### src/rtl/sram_seq_pkg.sv
package sram_seq_pkg;

  typedef enum logic [2:0] {
    PH_IDLE = 3'd0,
    PH_ASET = 3'd1,
    PH_AHLD = 3'd2,
    PH_DATA = 3'd3,
    PH_TURN = 3'd4
  } phase_e;

  // control word bit positions that decide behaviour
  localparam int unsigned CTRL_W        = 16;
  localparam int unsigned BIT_BANK_EN   = 0;
  localparam int unsigned BIT_MUX_MODE  = 1;
  localparam int unsigned LSB_MEM_KIND  = 2;
  localparam int unsigned LSB_BUS_WIDTH = 4;
  localparam int unsigned BIT_WAIT_POL  = 9;
  localparam int unsigned BIT_EXT_MODE  = 14;
  localparam int unsigned BIT_WAIT_EN   = 15;

  typedef struct packed {
    logic bank_en;
    logic wait_en;
    logic wait_pol;
  } seq_flags_t;

endpackage

### src/rtl/sram_cfg_decode.sv
module sram_cfg_decode
  import sram_seq_pkg::*;
#(
  parameter int unsigned AS_W  = 4,
  parameter int unsigned AH_W  = 4,
  parameter int unsigned DS_W  = 8,
  parameter int unsigned TA_W  = 4,
  parameter int unsigned CNT_W = 9
) (
  input  logic [CTRL_W-1:0] ctrl,
  input  logic [AS_W-1:0]   addr_setup,
  input  logic [AH_W-1:0]   addr_hold,
  input  logic [DS_W-1:0]   data_setup,
  input  logic [TA_W-1:0]   turnaround,
  output seq_flags_t        flags,
  output logic [CNT_W-1:0]  aset_cnt,
  output logic [CNT_W-1:0]  ahld_cnt,
  output logic [CNT_W-1:0]  data_rd_cnt,
  output logic [CNT_W-1:0]  data_wr_cnt,
  output logic [CNT_W-1:0]  turn_cnt
);

  logic [AH_W-1:0] hold_eff;
  logic [DS_W-1:0] data_eff;
  logic            unused_mode_bits;

  always_comb begin
    flags.bank_en  = ctrl[BIT_BANK_EN];
    flags.wait_en  = ctrl[BIT_WAIT_EN];
    flags.wait_pol = ctrl[BIT_WAIT_POL];
  end

  // mode fields are carried in the word but do not shape timing
  assign unused_mode_bits = ^{ctrl[BIT_MUX_MODE], ctrl[LSB_MEM_KIND +: 2],
                              ctrl[LSB_BUS_WIDTH +: 2], ctrl[BIT_EXT_MODE],
                              ctrl[13:10], ctrl[8:6]};

  // zero is illegal for hold and data lengths: clamp to one
  assign hold_eff = (addr_hold == '0)  ? AH_W'(1) : addr_hold;
  assign data_eff = (data_setup == '0) ? DS_W'(1) : data_setup;

  // counters run down to zero, so a count of N gives N+1 cycles
  assign aset_cnt    = CNT_W'(addr_setup);
  assign ahld_cnt    = CNT_W'(hold_eff);
  assign data_rd_cnt = CNT_W'(data_eff) + CNT_W'(2);
  assign data_wr_cnt = CNT_W'(data_eff);
  assign turn_cnt    = CNT_W'(turnaround);

endmodule

### src/rtl/sram_wait_sync.sv
module sram_wait_sync #(
  parameter int unsigned STAGES = 2
) (
  input  logic clk,
  input  logic rst_n,
  input  logic wait_raw,
  input  logic wait_en,
  input  logic wait_pol,
  output logic wait_act
);

  logic [STAGES-1:0] sync_q;

  generate
    if (STAGES == 1) begin : g_single
      always_ff @(posedge clk or negedge rst_n) begin
        if (!rst_n) sync_q <= '0;
        else        sync_q <= wait_raw;
      end
    end else begin : g_chain
      always_ff @(posedge clk or negedge rst_n) begin
        if (!rst_n) sync_q <= '0;
        else        sync_q <= {sync_q[STAGES-2:0], wait_raw};
      end
    end
  endgenerate

  // polarity 1: high means wait; polarity 0: low means wait
  assign wait_act = wait_en & (sync_q[STAGES-1] == wait_pol);

endmodule

### src/rtl/sram_phase_fsm.sv
module sram_phase_fsm
  import sram_seq_pkg::*;
#(
  parameter int unsigned CNT_W     = 9,
  parameter int unsigned WAIT_TAIL = 3
) (
  input  logic             clk,
  input  logic             rst_n,
  input  logic             start,
  input  logic             is_write,
  input  logic [CNT_W-1:0] aset_cnt,
  input  logic [CNT_W-1:0] ahld_cnt,
  input  logic [CNT_W-1:0] data_rd_cnt,
  input  logic [CNT_W-1:0] data_wr_cnt,
  input  logic [CNT_W-1:0] turn_cnt,
  input  logic             wait_act,
  output phase_e           phase,
  output logic             data_done
);

  localparam logic [CNT_W-1:0] TAIL_CNT = CNT_W'(WAIT_TAIL - 1);

  phase_e           phase_q, phase_d;
  logic [CNT_W-1:0] cnt_q, cnt_d;
  logic             cnt_zero;

  assign cnt_zero  = (cnt_q == '0);
  assign data_done = (phase_q == PH_DATA) && !wait_act && cnt_zero;
  assign phase     = phase_q;

  always_comb begin
    phase_d = phase_q;
    cnt_d   = cnt_q;
    unique case (phase_q)
      PH_IDLE: begin
        if (start) begin
          phase_d = PH_ASET;
          cnt_d   = aset_cnt;
        end
      end
      PH_ASET: begin
        if (cnt_zero) begin
          phase_d = PH_AHLD;
          cnt_d   = ahld_cnt;
        end else begin
          cnt_d = cnt_q - 1'b1;
        end
      end
      PH_AHLD: begin
        if (cnt_zero) begin
          phase_d = PH_DATA;
          cnt_d   = is_write ? data_wr_cnt : data_rd_cnt;
        end else begin
          cnt_d = cnt_q - 1'b1;
        end
      end
      PH_DATA: begin
        if (wait_act) begin
          // frozen: a fixed tail remains once wait clears
          cnt_d = TAIL_CNT;
        end else if (cnt_zero) begin
          phase_d = PH_TURN;
          cnt_d   = turn_cnt;
        end else begin
          cnt_d = cnt_q - 1'b1;
        end
      end
      PH_TURN: begin
        if (cnt_zero) phase_d = PH_IDLE;
        else          cnt_d   = cnt_q - 1'b1;
      end
      default: begin
        phase_d = PH_IDLE;
        cnt_d   = '0;
      end
    endcase
  end

  always_ff @(posedge clk or negedge rst_n) begin
    if (!rst_n) begin
      phase_q <= PH_IDLE;
      cnt_q   <= '0;
    end else begin
      phase_q <= phase_d;
      cnt_q   <= cnt_d;
    end
  end

endmodule

### src/rtl/sram_access_seq.sv
module sram_access_seq
  import sram_seq_pkg::*;
#(
  parameter int unsigned ADDR_W      = 20,
  parameter int unsigned DATA_W      = 16,
  parameter int unsigned AS_W        = 4,
  parameter int unsigned AH_W        = 4,
  parameter int unsigned DS_W        = 8,
  parameter int unsigned TA_W        = 4,
  parameter int unsigned SYNC_STAGES = 2,
  parameter int unsigned WAIT_TAIL   = 3
) (
  input  logic              clk,
  input  logic              rst_n,
  input  logic [15:0]       cfg_ctrl,
  input  logic [AS_W-1:0]   cfg_addr_setup,
  input  logic [AH_W-1:0]   cfg_addr_hold,
  input  logic [DS_W-1:0]   cfg_data_setup,
  input  logic [TA_W-1:0]   cfg_turnaround,
  input  logic              req_valid,
  output logic              req_ready,
  input  logic              req_write,
  input  logic [ADDR_W-1:0] req_addr,
  input  logic [DATA_W-1:0] req_wdata,
  output logic              rsp_valid,
  output logic [DATA_W-1:0] rsp_rdata,
  output logic [ADDR_W-1:0] mem_addr,
  output logic              mem_cs_n,
  output logic              mem_oe_n,
  output logic              mem_we_n,
  output logic [DATA_W-1:0] mem_dout,
  output logic              mem_dout_en,
  input  logic [DATA_W-1:0] mem_din,
  input  logic              mem_wait
);

  // counter must hold the largest read data count (data field + 2)
  localparam int unsigned CNT_W = DS_W + 1;

  seq_flags_t        flags;
  logic [CNT_W-1:0]  aset_cnt, ahld_cnt, data_rd_cnt, data_wr_cnt, turn_cnt;
  logic              wait_act;
  logic              accept;
  logic              data_done;
  phase_e            phase;

  logic              wr_q;
  logic [ADDR_W-1:0] addr_q;
  logic [DATA_W-1:0] wdata_q;
  logic [DATA_W-1:0] rdata_q;
  logic              rsp_q;

  sram_cfg_decode #(
    .AS_W (AS_W),
    .AH_W (AH_W),
    .DS_W (DS_W),
    .TA_W (TA_W),
    .CNT_W(CNT_W)
  ) cfg_i (
    .ctrl       (cfg_ctrl),
    .addr_setup (cfg_addr_setup),
    .addr_hold  (cfg_addr_hold),
    .data_setup (cfg_data_setup),
    .turnaround (cfg_turnaround),
    .flags      (flags),
    .aset_cnt   (aset_cnt),
    .ahld_cnt   (ahld_cnt),
    .data_rd_cnt(data_rd_cnt),
    .data_wr_cnt(data_wr_cnt),
    .turn_cnt   (turn_cnt)
  );

  sram_wait_sync #(
    .STAGES(SYNC_STAGES)
  ) wsync_i (
    .clk     (clk),
    .rst_n   (rst_n),
    .wait_raw(mem_wait),
    .wait_en (flags.wait_en),
    .wait_pol(flags.wait_pol),
    .wait_act(wait_act)
  );

  assign req_ready = (phase == PH_IDLE) && flags.bank_en;
  assign accept    = req_valid && req_ready;

  sram_phase_fsm #(
    .CNT_W    (CNT_W),
    .WAIT_TAIL(WAIT_TAIL)
  ) fsm_i (
    .clk        (clk),
    .rst_n      (rst_n),
    .start      (accept),
    .is_write   (wr_q),
    .aset_cnt   (aset_cnt),
    .ahld_cnt   (ahld_cnt),
    .data_rd_cnt(data_rd_cnt),
    .data_wr_cnt(data_wr_cnt),
    .turn_cnt   (turn_cnt),
    .wait_act   (wait_act),
    .phase      (phase),
    .data_done  (data_done)
  );

  // request capture
  always_ff @(posedge clk or negedge rst_n) begin
    if (!rst_n) begin
      wr_q    <= 1'b0;
      addr_q  <= '0;
      wdata_q <= '0;
    end else if (accept) begin
      wr_q    <= req_write;
      addr_q  <= req_addr;
      wdata_q <= req_wdata;
    end
  end

  // read capture and completion pulse
  always_ff @(posedge clk or negedge rst_n) begin
    if (!rst_n) begin
      rdata_q <= '0;
      rsp_q   <= 1'b0;
    end else begin
      rsp_q <= data_done;
      if (data_done && !wr_q) rdata_q <= mem_din;
    end
  end

  assign rsp_valid   = rsp_q;
  assign rsp_rdata   = rdata_q;
  assign mem_addr    = addr_q;
  assign mem_cs_n    = !((phase == PH_ASET) || (phase == PH_AHLD) || (phase == PH_DATA));
  assign mem_oe_n    = !((phase == PH_DATA) && !wr_q);
  assign mem_we_n    = !((phase == PH_DATA) && wr_q);
  assign mem_dout_en = (phase == PH_DATA) && wr_q;
  assign mem_dout    = wdata_q;

endmodule

### config.mk
export PLATFORM = sky130hd
export DESIGN_NAME = sram_access_seq
export DESIGN_NICKNAME = d
export VERILOG_FILES = /design/src/rtl/sram_seq_pkg.sv /design/src/rtl/sram_cfg_decode.sv /design/src/rtl/sram_wait_sync.sv /design/src/rtl/sram_phase_fsm.sv /design/src/rtl/sram_access_seq.sv
export SDC_FILE = /design/constraint.sdc
export NUM_CORES = 1
export LEC_CHECK = 0
export ABC_CLOCK_PERIOD_IN_PS = 4220
export BUFFER_PORTS_ARGS = -buffer_cell sky130_fd_sc_hd__buf_2
export CORE_UTILIZATION = 30
export DETAILED_ROUTE_END_ITERATION = 12
export PLACE_DENSITY = 0.53
export SYNTH_ARGS = -nofsm -noshare
export SYNTH_HDL_FRONTEND = slang
export SYNTH_SLANG_ARGS = --single-unit
export TNS_END_PERCENT = 5
### constraint.sdc
create_clock -name clk -period 4.22 [get_ports clk]
set_clock_uncertainty 0.15 [all_clocks]
set_input_delay 0.633 -clock clk [delete_from_list [all_inputs] [get_ports clk]]
set_output_delay 0.633 -clock clk [all_outputs]
set_load 0.05 [all_outputs]
== After elaboration in Yosys (flattened, before gate mapping) ==
Cells that the tools add are included.

* Flip-flop bits (word level): 68
* Bits of input ports: 93
* Output and inout bits: 58
* Logic and storage cells: 60

* Equality and inequality tests: 12
* Reductions and logical operators: 20
* Mux-type cells: 17
* Add/subtract/negate cells: 2
* Bitwise gates (word level): 1

{| class="wikitable"
|+ Operators by type and width
! operator !! number
|-
| $mux 9 || 7
|-
| $pmux 9 s5 || 1
|-
| $mux 3 || 6
|-
| $pmux 3 s5 || 1
|-
| $add 8x2->9 const B || 1
|-
| $logic_not 9->1 || 1
|-
| $sub 9x1->9 const B || 1
|-
| $logic_not 8->1 || 1
|-
| $mux 8 || 1
|-
| $ne 2x1->1 const B || 4
|-
| $logic_and 1x1->1 || 7
|-
| $eq 3x2->1 const B || 2
|-
| $ne 2x2->1 const B || 3
|-
| $reduce_and 6->1 || 1
|-
| $logic_not 1->1 || 5
|-
| $logic_not 4->1 || 1
|-
| $mux 4 || 1
|-
| $eq 3x1->1 const B || 1
|-
| $eq 3x3->1 const B || 1
|-
| $logic_not 3->1 || 1
|-
| $logic_or 1x1->1 || 2
|-
| $reduce_and 2->1 || 1
|-
| $and 1x1->1 || 1
|-
| $eq 1x1->1 || 1
|}

== Depth between registers and ports, before layout ==
* Depth in word-level cells: 6
* Gate-level depth with buffers: 9
* Mapped depth without buffers: 7

== Modules after synthesis ==
From an unflattened synthesis, not the netlist that was laid out.

* Cells, all modules: 338
* Area total of the unflattened synthesis: 3,868.7 um^2

{| class="wikitable"
|+ Modules (own cells, without submodules)
! module !! area each (um^2) !! instances !! sequential area each (um^2) !! cells an instance
|-
| sram_access_seq || 2,137.0 || 1 || 1,351.3 || 122
|-
| sram_phase_fsm || 1,275.0 || 1 || 300.3 || 155
|-
| sram_cfg_decode || 391.6 || 1 || 0.0 || 57
|-
| sram_wait_sync || 65.1 || 1 || 50.0 || 4
|}

== Worst setup path after synthesis ==
OpenSTA, ideal clock, no wires.

* Path kind: register to register
* Start point: register fsm_i.cnt_q[0]
* End point: register rdata_q[10], in the netlist rsp_rdata[10]
* Path slack: 1,744 ps
* Required time: 3,945 ps
* Period minus slack after synthesis: 2,476 ps
* Path buffers: 2
* Stages on the path, launching flop included: 10
* Data arrival time: 2,200 ps
* Library setup time: 125 ps
* Path through: dfrtp_1 > inv_1 > ha_1 > or4b_1 > buf_2 > nor3_4 > nand2_4 > nor2_8 > buf_12 > mux2_4

* Longest elaborated chain between the ends: 3

{| class="wikitable"
|+ RTL lines
! element !! line !! RTL
|-
| start: declaration || sram_phase_fsm.sv:24 || <nowiki>logic [CNT_W-1:0] cnt_q, cnt_d;</nowiki>
|-
| start signal: assignment || sram_phase_fsm.sv:85 || <nowiki>cnt_q <= cnt_d;</nowiki>
|-
| $logic_not 9->1 || sram_phase_fsm.sv:27 || <nowiki>assign cnt_zero = (cnt_q == '0);</nowiki>
|-
| $logic_and 1x1->1 || sram_phase_fsm.sv:28 || <nowiki>assign data_done = (phase_q == PH_DATA) && !wait_act && cnt_zero;</nowiki>
|-
| $logic_and 1x1->1 || sram_access_seq.sv:125 || <nowiki>if (data_done && !wr_q) rdata_q <= mem_din;</nowiki>
|-
| end signal: assignment || sram_access_seq.sv:125 ||
|-
| end: declaration || sram_access_seq.sv:50 || <nowiki>logic [DATA_W-1:0] rdata_q;</nowiki>
|}

No other way between the ends.
A chain may end at the register's enable or synchronous reset.

== Worst setup path in the final report ==
* Start point: register fsm_i.cnt_q[0]
* End point: register rdata_q[3], in the netlist rsp_rdata[3]

Same word-level chain as after synthesis.

==> flow_summary.toml <==
[run_status]
status = "complete, no violations"

[logic_synthesis]
synth.area.top_cells = "dfrtp_1 (52%), mux2_2 (15%), mux2_4 (4.6%)"
synth_edf_count = 0
synth_area_per_cell_um2 = 12.31
ys_types = 53
syn_nets = 362
syn_inst = 267
synth_async_sr_flop_share_pct = 100.0
synth_ff_type = "dfrtp_1"
synth_top_area_cell = "dfrtp_1"
synth_top_area_share_pct = 51.79
synth_seq_cells = 68
synth_area_um2 = 3286
synth_seq_area_share_pct = 51.79
synth_warnings = 0

[clocking]
cts_root_buf = "clkbuf_8"
post_cts_resized = 0
clk_pin_slew_worst_paths_ns = 0.08
tritoncts = "built"
clkLatencyLatePin_ns = 0.33
cts_hold_buffers = 0
numCtsBuffers = 9
clock-sinks = 68
clockBufferDepth = 2
htreeDepth = 3
cts_setup_buffers = 0

[pwr]
leakage_uw = 0.002049
ir_worst_vdd_mv = 0.3639
finalPower_uw = 3514
power_density_nw_per_um2 = 824.6

[flow_run]
maxCapViolations = 0

[global_routing]
grt_start_max_net_pins = 42
track_usage_pct = 15.50
grt_pass1_vias = 2683
grt_first_pass_wirelength_um = 13680
gr-total-overflow = 0
antenna_found_initial = 0

[finish]
antenna_cells = 0
fin_cells = 544
fin_nets = 498
final_util_pct = 40.73
num-fill-cells = 1065
multi_input_area_um2 = 1481
regArea_um2 = 1702
syn_to_final_growth_pct = 29.70
drive_above_1_share_pct = 52.21

[floorplan]
die_height_um = 106.7
start_util_pct = 31.40
die_w_um = 106.7
ios = 151
rows = 37
design.die.area_um2 = 11370
core_area_um2 = 10460

[placed_design]
gp_congestion = 0.7739
dp_cells = 528
hpwl_um = 6159
port_buffers = 137

[timing]
whs_ns = 0.2024
fin_crit_sh_pct = 70.79
hold_violations = 0
slew_violations = 0
finalSetupViolCount = 0
period_minus_slack_ns = 2.987
tns_ns = 0
rsz0062_at_grt = "no"
worst_pin_slew_ns = 0.9474
fmaxAchievable_mhz = 334.8
max-slew-margin-rel_pct = 36.84

[setup_path]
cp-start-kind = "flip-flop"
crit_arrival_ns = 3.05
cp_max_fo = 16
worstPathRequired_ns = 4.28
critPathKind = "flip-flop to flip-flop"
r2r_slack_ns = 1.23
cp-end-kind = "flip-flop"

[routing]
vias = 2661
ant_nets = 0
drc = 0
drt-vias-per-instance = 4.892
drt_wl_total_um = 8358
avgRoutedWirePerCell_um = 15.36
firstDrtPassIters = 4
drt_iter0_drc = 106

[hold_path]
holdCritPathClass = "flip-flop to flip-flop"
Yosys cell counts, drive strengths merged, types with 5 or more instances:
cell	n
inv	6
nand2	9
dfrtp	68
clkbuf	8
nor3	7
a22o	5
or3	5
mux2	53
buf	7
nor2	10
a21oi	6
o21ai	11
nand3	8
o31ai	5
cell families after synthesis:
logic type	share of synthesized area, %
AO/OA/AOI/OAI	11.35
buffers and inverters	3.161
multiplexers	19.61
adder cells (fa/ha/maj)	0.7615
AND/OR/NAND/NOR	11.46
flip-flops	51.79
XOR/XNOR	1.866
worst max-delay path: stages, from the launching register on:
cell	delay, ns
dfrtp_1	0.41
inv_1	0.07
ha_1	0.21
or4b_1	0.61
nor3_4	0.40
buf_4	0.26
nand2_4	0.08
nor2_8	0.30
mux2_2	0.38
flip-flops by register name, indices dropped and copies added (netlist names):
signal          cells
fsm_i.cnt_q         9
fsm_i.phase         3
mem_addr           20
mem_dout           16
rsp_rdata          16
rsp_valid           1
wr_q                1
wsync_i.sync_q      2
per-stage QoR:
| step | setup slack [ns] | area (um2) |
|---|---|---|
| 2_1_floorplan | 1.744 | 3286 |
| 3_3_place_gp | 1.275 | 4084 |
| 3_5_place_dp | 1.236 | 4084 |
| 4_1_cts | 1.223 | 4262 |
| 5_1_grt | 1.076 | 4262 |
| 6_report | 1.233 | 4262 |
area by class of cell:
| class | instances | share of cell area, % |
|---|---|---|
| Timing Repair Buffer | 140 | 16.62 |
| Sequential cell | 68 | 39.93 |
| Clock inverter | 5 | 0.8514 |
| Inverter | 6 | 0.5285 |
| Multi-Input combinational cell | 178 | 34.76 |
| Tap cell | 136 | 3.993 |
| Clock buffer | 11 | 3.318 |
where the power goes:
part / total, uW / internal, uW / switching (uW)
clock: 481 / 230 / 251
combinational: 1910 / 599 / 1310
sequential: 1120 / 913 / 207
total: 3510 / 1740 / 1770
worst paths after layout:
kind	start	endpoint	cells past startpoint
setup / recovery	fsm_i.cnt_q[0]	rsp_rdata[3]	8
hold / removal	wsync_i.sync_q[0]	wsync_i.sync_q[1]	0
setup reg to reg	fsm_i.cnt_q[0]	rsp_rdata[3]	8
hold reg to reg	wsync_i.sync_q[0]	wsync_i.sync_q[1]	0
max in group asynchronous	rst_n	mem_addr[2]	2
min in group asynchronous	rst_n	rsp_rdata[12]	1
layer usage:
metal / global-route usage, % / vias up / share of wire [%]
met2: 25.67 / 93 / 50
met1: 18.79 / 1284 / 40
met3: 4.134 / 15 / 7.0
met4: 7.045 / 0 / 2.3
met5: 0 / - / 0
li1: - / 1269 / -
cell usage in the layout (no fill, tap or decap), types with 2 or more instances in the layout:
cell        count
or4_1           3
buf_2         137
nor4b_1         2
and2_1          4
xor2_1          3
o22ai_1         4
a211oi_1        3
nand2_1         8
o21bai_1        2
mux2_2         43
nand3_1         8
clkinvlp_4      3
xnor2_1         4
or3_1           5
dfrtp_1        68
nor3_1          6
a32o_1          2
mux2_4         10
o31ai_1         5
a311oi_1        2
buf_4           3
inv_1           6
nor2b_1         4
clkbuf_8       10
a21oi_1         6
o21ai_0        11
nor2_1          9
ha_1            2
a31oi_1         2
nor3b_1         2
o32ai_1         2
a22o_1          5
Power figures use the tool's default switching activity.
